`config.mk`:
```
export PLATFORM = sky130hd
export DESIGN_NAME = msi_irq_ctrl
export DESIGN_NICKNAME = d
export VERILOG_FILES = /design/src/rtl/msi_irq_pkg.sv /design/src/rtl/msi_irq_regs.sv /design/src/rtl/msi_irq_src.sv /design/src/rtl/msi_irq_rr.sv /design/src/rtl/msi_irq_ctrl.sv
export SDC_FILE = /design/constraint.sdc
export NUM_CORES = 2
export LEC_CHECK = 0
export BUFFER_PORTS_ARGS = -buffer_cell sky130_fd_sc_hd__buf_2
export CORE_ASPECT_RATIO = 0.75
export CORE_MARGIN = 4
export CORE_UTILIZATION = 55
export CTS_CLUSTER_SIZE = 16
export DETAILED_ROUTE_END_ITERATION = 7
export GPL_TIMING_DRIVEN = 1
export PLACE_DENSITY = 0.79
export REMOVE_ABC_BUFFERS = 1
export SLEW_MARGIN = 20
export SYNTH_ARGS = -nofsm -noshare
export SYNTH_HDL_FRONTEND = slang
export SYNTH_SLANG_ARGS = --single-unit
export TNS_END_PERCENT = 10
```
`constraint.sdc`:
```
create_clock -name clk_i -period 14.4 [get_ports clk_i]
set_input_delay 2.88 -clock clk_i [delete_from_list [all_inputs] [get_ports clk_i]]
set_output_delay 2.88 -clock clk_i [all_outputs]
set_load 0.1 [all_outputs]
```
`src/rtl/msi_irq_pkg.sv`:
```
package msi_irq_pkg;
  localparam int unsigned BYTE_W   = 8;
  // register byte offsets
  localparam int unsigned OFF_MASK = 'h020;
  localparam int unsigned OFF_EN   = 'h040;
  localparam int unsigned OFF_MODE = 'h060;
  localparam int unsigned OFF_CLR  = 'h080;
  localparam int unsigned OFF_SPA  = 'h0C0;
  localparam int unsigned OFF_SPB  = 'h0E0;
  localparam int unsigned OFF_RTE  = 'h100;
  localparam int unsigned OFF_VEC  = 'h200;
  localparam int unsigned OFF_POL  = 'h3E0;
endpackage

```
`src/rtl/msi_irq_regs.sv`:
```
module msi_irq_regs
  import msi_irq_pkg::*;
#(
  parameter int unsigned N_SRC  = 64,
  parameter int unsigned ADDR_W = 10,
  parameter int unsigned DATA_W = 32
) (
  input  logic                    clk_i,
  input  logic                    rst_ni,
  input  logic [ADDR_W-1:0]       addr_i,
  input  logic [DATA_W-1:0]       wdata_i,
  input  logic                    we_i,
  input  logic                    re_i,
  output logic [DATA_W-1:0]       rdata_o,
  output logic [N_SRC-1:0]        mask_o,
  output logic [N_SRC-1:0]        en_o,
  output logic [N_SRC-1:0]        mode_o,
  output logic [N_SRC-1:0]        pol_o,
  output logic [N_SRC-1:0]        clr_o,
  output logic [N_SRC*BYTE_W-1:0] vec_o
);
  localparam int unsigned NW   = N_SRC / DATA_W;
  localparam int unsigned BPW  = DATA_W / BYTE_W;
  localparam int unsigned NBW  = N_SRC / BPW;
  localparam int unsigned WI_W = ADDR_W - 2;

  logic [N_SRC-1:0]        mask_q, en_q, mode_q, pol_q;
  logic [NW*DATA_W-1:0]    spa_q, spb_q;
  logic [N_SRC*BYTE_W-1:0] rte_q, vec_q;
  logic [DATA_W-1:0]       rd_d, rdata_q;
  logic [WI_W-1:0]         widx;
  logic                    aligned;

  assign widx    = addr_i[ADDR_W-1:2];
  assign aligned = (addr_i[1:0] == 2'b00);

  function automatic logic hit(input logic [WI_W-1:0] a, input int unsigned base, input int unsigned k);
    return a == WI_W'((base >> 2) + k);
  endfunction

  always_ff @(posedge clk_i or negedge rst_ni) begin
    if (!rst_ni) begin
      mask_q <= '1;
      en_q   <= '0;
      mode_q <= '0;
      pol_q  <= '0;
      spa_q  <= '0;
      spb_q  <= '0;
      rte_q  <= '0;
      vec_q  <= '0;
    end else if (we_i && aligned) begin
      for (int unsigned w = 0; w < NW; w++) begin
        if (hit(widx, OFF_MASK, w)) mask_q[w*DATA_W +: DATA_W] <= wdata_i;
        if (hit(widx, OFF_EN,   w)) en_q[w*DATA_W +: DATA_W]   <= wdata_i;
        if (hit(widx, OFF_MODE, w)) mode_q[w*DATA_W +: DATA_W] <= wdata_i;
        if (hit(widx, OFF_POL,  w)) pol_q[w*DATA_W +: DATA_W]  <= wdata_i;
        if (hit(widx, OFF_SPA,  w)) spa_q[w*DATA_W +: DATA_W]  <= wdata_i;
        if (hit(widx, OFF_SPB,  w)) spb_q[w*DATA_W +: DATA_W]  <= wdata_i;
      end
      for (int unsigned k = 0; k < NBW; k++) begin
        if (hit(widx, OFF_RTE, k)) rte_q[k*DATA_W +: DATA_W] <= wdata_i;
        if (hit(widx, OFF_VEC, k)) vec_q[k*DATA_W +: DATA_W] <= wdata_i;
      end
    end
  end

  // clear strobes are single-cycle, never stored
  always_comb begin
    clr_o = '0;
    if (we_i && aligned) begin
      for (int unsigned w = 0; w < NW; w++)
        if (hit(widx, OFF_CLR, w)) clr_o[w*DATA_W +: DATA_W] = wdata_i;
    end
  end

  always_comb begin
    rd_d = '0;
    if (aligned) begin
      for (int unsigned w = 0; w < NW; w++) begin
        if (hit(widx, OFF_MASK, w)) rd_d = mask_q[w*DATA_W +: DATA_W];
        if (hit(widx, OFF_EN,   w)) rd_d = en_q[w*DATA_W +: DATA_W];
        if (hit(widx, OFF_MODE, w)) rd_d = mode_q[w*DATA_W +: DATA_W];
        if (hit(widx, OFF_POL,  w)) rd_d = pol_q[w*DATA_W +: DATA_W];
        if (hit(widx, OFF_SPA,  w)) rd_d = spa_q[w*DATA_W +: DATA_W];
        if (hit(widx, OFF_SPB,  w)) rd_d = spb_q[w*DATA_W +: DATA_W];
      end
      for (int unsigned k = 0; k < NBW; k++) begin
        if (hit(widx, OFF_RTE, k)) rd_d = rte_q[k*DATA_W +: DATA_W];
        if (hit(widx, OFF_VEC, k)) rd_d = vec_q[k*DATA_W +: DATA_W];
      end
    end
  end

  always_ff @(posedge clk_i or negedge rst_ni) begin
    if (!rst_ni)   rdata_q <= '0;
    else if (re_i) rdata_q <= rd_d;
  end

  assign rdata_o = rdata_q;
  assign mask_o  = mask_q;
  assign en_o    = en_q;
  assign mode_o  = mode_q;
  assign pol_o   = pol_q;
  assign vec_o   = vec_q;
endmodule

```
`src/rtl/msi_irq_src.sv`:
```
module msi_irq_src (
  input  logic clk_i,
  input  logic rst_ni,
  input  logic irq_i,
  input  logic mode_i,
  input  logic pol_i,
  input  logic clr_i,
  input  logic ack_i,
  output logic pend_o
);
  logic s1_q, s2_q, prev_q, latch_q, done_q;
  logic act, act_prev;

  // polarity applied to both samples so a polarity change alone makes no edge
  assign act      = s2_q ^ pol_i;
  assign act_prev = prev_q ^ pol_i;

  always_ff @(posedge clk_i or negedge rst_ni) begin
    if (!rst_ni) begin
      s1_q    <= 1'b0;
      s2_q    <= 1'b0;
      prev_q  <= 1'b0;
      latch_q <= 1'b0;
      done_q  <= 1'b0;
    end else begin
      s1_q   <= irq_i;
      s2_q   <= s1_q;
      prev_q <= s2_q;
      if (mode_i && act && !act_prev) latch_q <= 1'b1;
      else if (clr_i || ack_i)        latch_q <= 1'b0;
      if (!act)                       done_q  <= 1'b0;
      else if (ack_i && !mode_i)      done_q  <= 1'b1;
    end
  end

  assign pend_o = mode_i ? latch_q : (act && !done_q);
endmodule

```
`src/rtl/msi_irq_rr.sv`:
```
module msi_irq_rr #(
  parameter int unsigned N  = 64,
  localparam int unsigned IW = $clog2(N)
) (
  input  logic          clk_i,
  input  logic          rst_ni,
  input  logic [N-1:0]  req_i,
  input  logic          take_i,
  output logic          gnt_valid_o,
  output logic [IW-1:0] gnt_idx_o
);
  logic [IW-1:0] last_q, idx;
  logic          found;
  int unsigned   j;

  always_comb begin
    found = 1'b0;
    idx   = '0;
    j     = 0;
    for (int unsigned k = 1; k <= N; k++) begin
      j = (int'(last_q) + k) % N;
      if (!found && req_i[j]) begin
        found = 1'b1;
        idx   = IW'(j);
      end
    end
  end

  always_ff @(posedge clk_i or negedge rst_ni) begin
    if (!rst_ni)              last_q <= IW'(N - 1);
    else if (take_i && found) last_q <= idx;
  end

  assign gnt_valid_o = found;
  assign gnt_idx_o   = idx;
endmodule

```
`src/rtl/msi_irq_ctrl.sv`:
```
module msi_irq_ctrl
  import msi_irq_pkg::*;
#(
  parameter int unsigned N_SRC  = 64,
  parameter int unsigned ADDR_W = 10,
  parameter int unsigned DATA_W = 32
) (
  input  logic              clk_i,
  input  logic              rst_ni,
  input  logic [N_SRC-1:0]  irq_i,
  input  logic [ADDR_W-1:0] reg_addr_i,
  input  logic [DATA_W-1:0] reg_wdata_i,
  input  logic              reg_we_i,
  input  logic              reg_re_i,
  output logic [DATA_W-1:0] reg_rdata_o,
  output logic              msg_valid_o,
  input  logic              msg_ready_i,
  output logic [BYTE_W-1:0] msg_vec_o
);
  localparam int unsigned IW = $clog2(N_SRC);

  logic [N_SRC-1:0]        mask_w, en_w, mode_w, pol_w, clr_w, pend_w, elig_w, ack_vec;
  logic [N_SRC*BYTE_W-1:0] vec_w;
  logic                    gnt_valid, valid_q;
  logic [IW-1:0]           gnt_idx, idx_q;
  logic [BYTE_W-1:0]       vec_q;

  msi_irq_regs #(.N_SRC(N_SRC), .ADDR_W(ADDR_W), .DATA_W(DATA_W)) u_regs (
    .clk_i   (clk_i),
    .rst_ni  (rst_ni),
    .addr_i  (reg_addr_i),
    .wdata_i (reg_wdata_i),
    .we_i    (reg_we_i),
    .re_i    (reg_re_i),
    .rdata_o (reg_rdata_o),
    .mask_o  (mask_w),
    .en_o    (en_w),
    .mode_o  (mode_w),
    .pol_o   (pol_w),
    .clr_o   (clr_w),
    .vec_o   (vec_w)
  );

  for (genvar n = 0; n < N_SRC; n++) begin : g_src
    msi_irq_src u_src (
      .clk_i  (clk_i),
      .rst_ni (rst_ni),
      .irq_i  (irq_i[n]),
      .mode_i (mode_w[n]),
      .pol_i  (pol_w[n]),
      .clr_i  (clr_w[n]),
      .ack_i  (ack_vec[n]),
      .pend_o (pend_w[n])
    );
  end

  assign elig_w = pend_w & ~mask_w & en_w;

  msi_irq_rr #(.N(N_SRC)) u_rr (
    .clk_i       (clk_i),
    .rst_ni      (rst_ni),
    .req_i       (elig_w),
    .take_i      (!valid_q),
    .gnt_valid_o (gnt_valid),
    .gnt_idx_o   (gnt_idx)
  );

  assign ack_vec = (valid_q && msg_ready_i) ? (N_SRC'(1) << idx_q) : '0;

  always_ff @(posedge clk_i or negedge rst_ni) begin
    if (!rst_ni) begin
      valid_q <= 1'b0;
      idx_q   <= '0;
      vec_q   <= '0;
    end else if (!valid_q) begin
      if (gnt_valid) begin
        valid_q <= 1'b1;
        idx_q   <= gnt_idx;
        vec_q   <= vec_w[gnt_idx*BYTE_W +: BYTE_W];
      end
    end else if (msg_ready_i) begin
      valid_q <= 1'b0;
    end
  end

  assign msg_valid_o = valid_q;
  assign msg_vec_o   = vec_q;
endmodule

```
==> reports/qor.txt <==
Status - complete, no violations
CTS clk-pin slew, worst paths - 80 ps
Fmax achieved - 85.2 MHz
Cell Rows - 132
Slew at the pin closest to its max-slew limit - 1320 ps
Gp weighted congestion - 1.12
Main flop type after synthesis - dfrtp_1
Met3 GRT Util - 27.7%
Worst slack, placed - 3320 ps
Largest net degree at the start of global routing - 194
Die Wd - 491 um
Setup bufs post-CTS - 0
Met2 usage - 59.5%
DR vias - 85900
Layout area overhead - 11.2%
CTS Sinks - 1781
EDFF count, synth - 0
WL/cell - 40.1 um
Placed inst area - 0.101 sq mm
Post-Syn Area - 0.0962 sq mm
#FFs+latches synth - 1781
Unrepaired setup endpoints after global routing - no
Reg area - 0.0447 sq mm
Grt ovf - 0
Worst setup margin - 2660 ps
Syn Inst Count - 8659
Worst reg2reg path depth - 25
TritonCTS Buffers - 170
Post-route cell area - 0.107 sq mm
Multi-input gate area - 0.0497 sq mm
Global-route wire length before repair - 619 mm
Fraction of layout cells with a size suffix above 1 - 30.6%
Setup tns final - 0 ps
FFs w/ async S/R, synth - 100%
Filler cell count - 13300
Die height - 370 um
Worst reg-to-reg setup slack - 2660 ps
Hold buffers post-CTS - 0
Setup violations, final - 0
Register area share after synthesis - 46.4%
Io pins - 152
HP Class - flop to flop
CTS root buf - clkbuf_16
Synth Warn # - 0
Post-cts resize count - 0
Initial antenna violation count - 31
Worst setup EP type - flop
Tcrit/Tclk final - 81.5%
TritonCTS clock tree - built
Commonest non-fill, non-tap cell in the layout - dfrtp_1
Setup Skew - 61.3 ps
Crit Reg-Reg Endpoint - msg_vec_o[0]$_DFFE_PN0P_
Mapped Avg Cell Area - 11.1 sq um
Max Cap Viol - 0
CP Class - flop to flop
Netlist cell types - 111
Startpoint types - flop
Worst endpoint data arrival time - 12420 ps
Core area - 0.173 sq mm
DRC Markers - 0
Minimum clock period - 11740 ps
Worst R2R Start - u_rr.last_q[2]$_DFFE_PN1P_
1st-iter DRT viols - 15200
Initial Util - 55.5%
Data required, critical path - 15080 ps
Met1 GRT Util - 66.7%
Full die area - 0.182 sq mm
Final Hold Fails - 0
Vias in the first global route - 81800
H-tree depth - 4
Post-DP HPWL - 323 mm
WHS Endpoint - g_src[33].u_src.s2_q$_DFF_PN0_
Clock latency on the worst-skew pair - 840 ps
Total wire length - 445 mm
Nets - 8779
Hold path start - g_src[33].u_src.s1_q$_DFF_PN0_
Slew margin rel. - 12.0%
PortBufs - 151
GRT Resource Usage Total - 47.5%
Vias/cell - 7.73
Crit-path max FO - 17
Initial DRT Pass Iterations - 8
Antenna-violating nets left - 0
Most frequent cells in the layout - dfrtp_1 (1711), mux2_2 (1466), nand2_1 (701)
Clk buf depth - 3
WHS Path Cells - 0
Most crowded layer after global routing - met1
Max-slew violation count - 0
-- registers in the layout, summed over array words and instances, names as in the netlist, 8 cells and up --
name,cells
u_regs.spb_q,64
msg_vec_o,8
u_regs.mode_o,64
u_regs.spa_q,64
g_src.u_src.s1_q,64
g_src.u_src.prev_q,64
u_regs.vec_o,512
u_regs.pol_o,64
g_src.u_src.s2_q,64
g_src.u_src.done_q,64
u_regs.rdata_o,32
g_src.u_src.latch_q,64
u_regs.mask_o,64
u_regs.en_o,64
u_regs.rte_q,512
-- logic make-up after synthesis --
kind of cell | Yosys count | synth area share [%]
AND/OR/NAND/NOR | 2079 | 10.8
AO/OA/AOI/OAI | 2051 | 15.8
multiplexers | 1849 | 22.4
flip-flops | 1781 | 46.4
buffers and inverters | 736 | 3.12
XOR/XNOR | 146 | 1.35
adder cells (fa/ha/maj) | 17 | 0.221
-- cells in the mapped netlist (29+ instances only) --
cell | number | area [sq um]
and4b_1 | 57 | 571
a22oi_1 | 270 | 2030
nor2b_1 | 30 | 188
o22ai_1 | 65 | 407
clkbuf_1 | 447 | 1680
o211ai_1 | 49 | 368
a211oi_1 | 184 | 1380
mux4_2 | 93 | 2090
o21a_1 | 71 | 533
a32o_1 | 72 | 721
dfrtp_1 | 1711 | 42800
buf_1 | 138 | 518
nand4_1 | 118 | 738
nand3_1 | 123 | 616
and2_1 | 63 | 394
inv_1 | 29 | 109
nor3_1 | 155 | 776
a21o_1 | 55 | 413
mux2i_1 | 288 | 2880
a221oi_1 | 164 | 1440
a31oi_1 | 94 | 588
nand2_1 | 724 | 2720
a22o_1 | 94 | 823
mux2_2 | 1466 | 16500
and3_1 | 33 | 206
o21ai_0 | 220 | 1100
a21oi_1 | 282 | 1410
nor4_1 | 61 | 382
nor2_1 | 476 | 1790
xor2_1 | 62 | 543
nor4b_1 | 61 | 534
buf_2 | 84 | 420
a222oi_1 | 84 | 841
xnor2_1 | 81 | 709
dfstp_2 | 70 | 1840
a32oi_1 | 40 | 350
-- layer usage --
| metal | vias to the layer above | share of wire [%] | wire length (um) |
|---|---|---|---|
| met5 | - | 0.22 | 989 |
| met4 | 32 | 4.3 | 19100 |
| met3 | 1372 | 19 | 84200 |
| met2 | 7569 | 37 | 166000 |
| met1 | 43800 | 39 | 175000 |
| li1 | 33100 | - | - |
-- critical path, cell delays in order, from the launching register on --
cell and delay, ps:
dfstp_2 900, inv_2 240, buf_4 290, ha_1 720, clkinv_1 140, buf_4 280
nand2_1 410, a211oi_1 90, or4_1 710, a221o_1 370, o32ai_1 610, o2111ai_1 500
or4_1 940, or4_2 1000, nor3_2 910, a311o_1 220, a311oi_1 50, buf_4 220
o21ai_1 230, a21oi_1 140, o21a_1 280, o21ai_4 550, nand2_2 690, mux2_2 540
a221oi_1 300, o211ai_1 150
-- worst max-delay path by stage --
stage / depth (start not counted) / startpoint / end / slack (ps)
2_1_floorplan: 22 / u_rr.last_q[0]$_DFFE_PN1P_ / msg_vec_o[3]$_DFFE_PN0P_ / -2480
3_3_place_gp: 25 / u_rr.last_q[2]$_DFFE_PN1P_ / msg_vec_o[3]$_DFFE_PN0P_ / 2870
6_report: 25 / u_rr.last_q[2]$_DFFE_PN1P_ / msg_vec_o[0]$_DFFE_PN0P_ / 2660
3_5_place_dp: 26 / u_rr.last_q[2]$_DFFE_PN1P_ / msg_vec_o[3]$_DFFE_PN0P_ / 3320
5_1_grt: 26 / u_rr.last_q[1]$_DFFE_PN1P_ / msg_vec_o[5]$_DFFE_PN0P_ / 2780
4_1_cts: 26 / u_rr.last_q[1]$_DFFE_PN1P_ / msg_vec_o[7]$_DFFE_PN0P_ / 3340
-- area by class of cell --
| cell class | instances | share of cell area (%) |
|---|---|---|
| diodes | 42 | 0.0982 |
| flip-flops and latches | 1781 | 41.7 |
| inverters | 39 | 0.137 |
| clock inverters | 64 | 0.798 |
| clock buffers | 250 | 4.62 |
| well taps | 2278 | 2.66 |
| repair buffers | 517 | 3.58 |
| multi-input cells | 6142 | 46.4 |
-- per-stage QoR --
stage | cells | util [%] | hold WS (ps)
5_1_grt | 11100 | 61.7 | 353
3_3_place_gp | 10800 | 58.2 | 332
3_5_place_dp | 10800 | 58.3 | 336
4_1_cts | 11100 | 61.6 | 328
6_report | 11100 | 61.8 | 329
2_1_floorplan | 7962 | - | 331
Power is not shown: default switching activity piles up to over one toggle a cycle in this logic, so the estimate is an artifact.
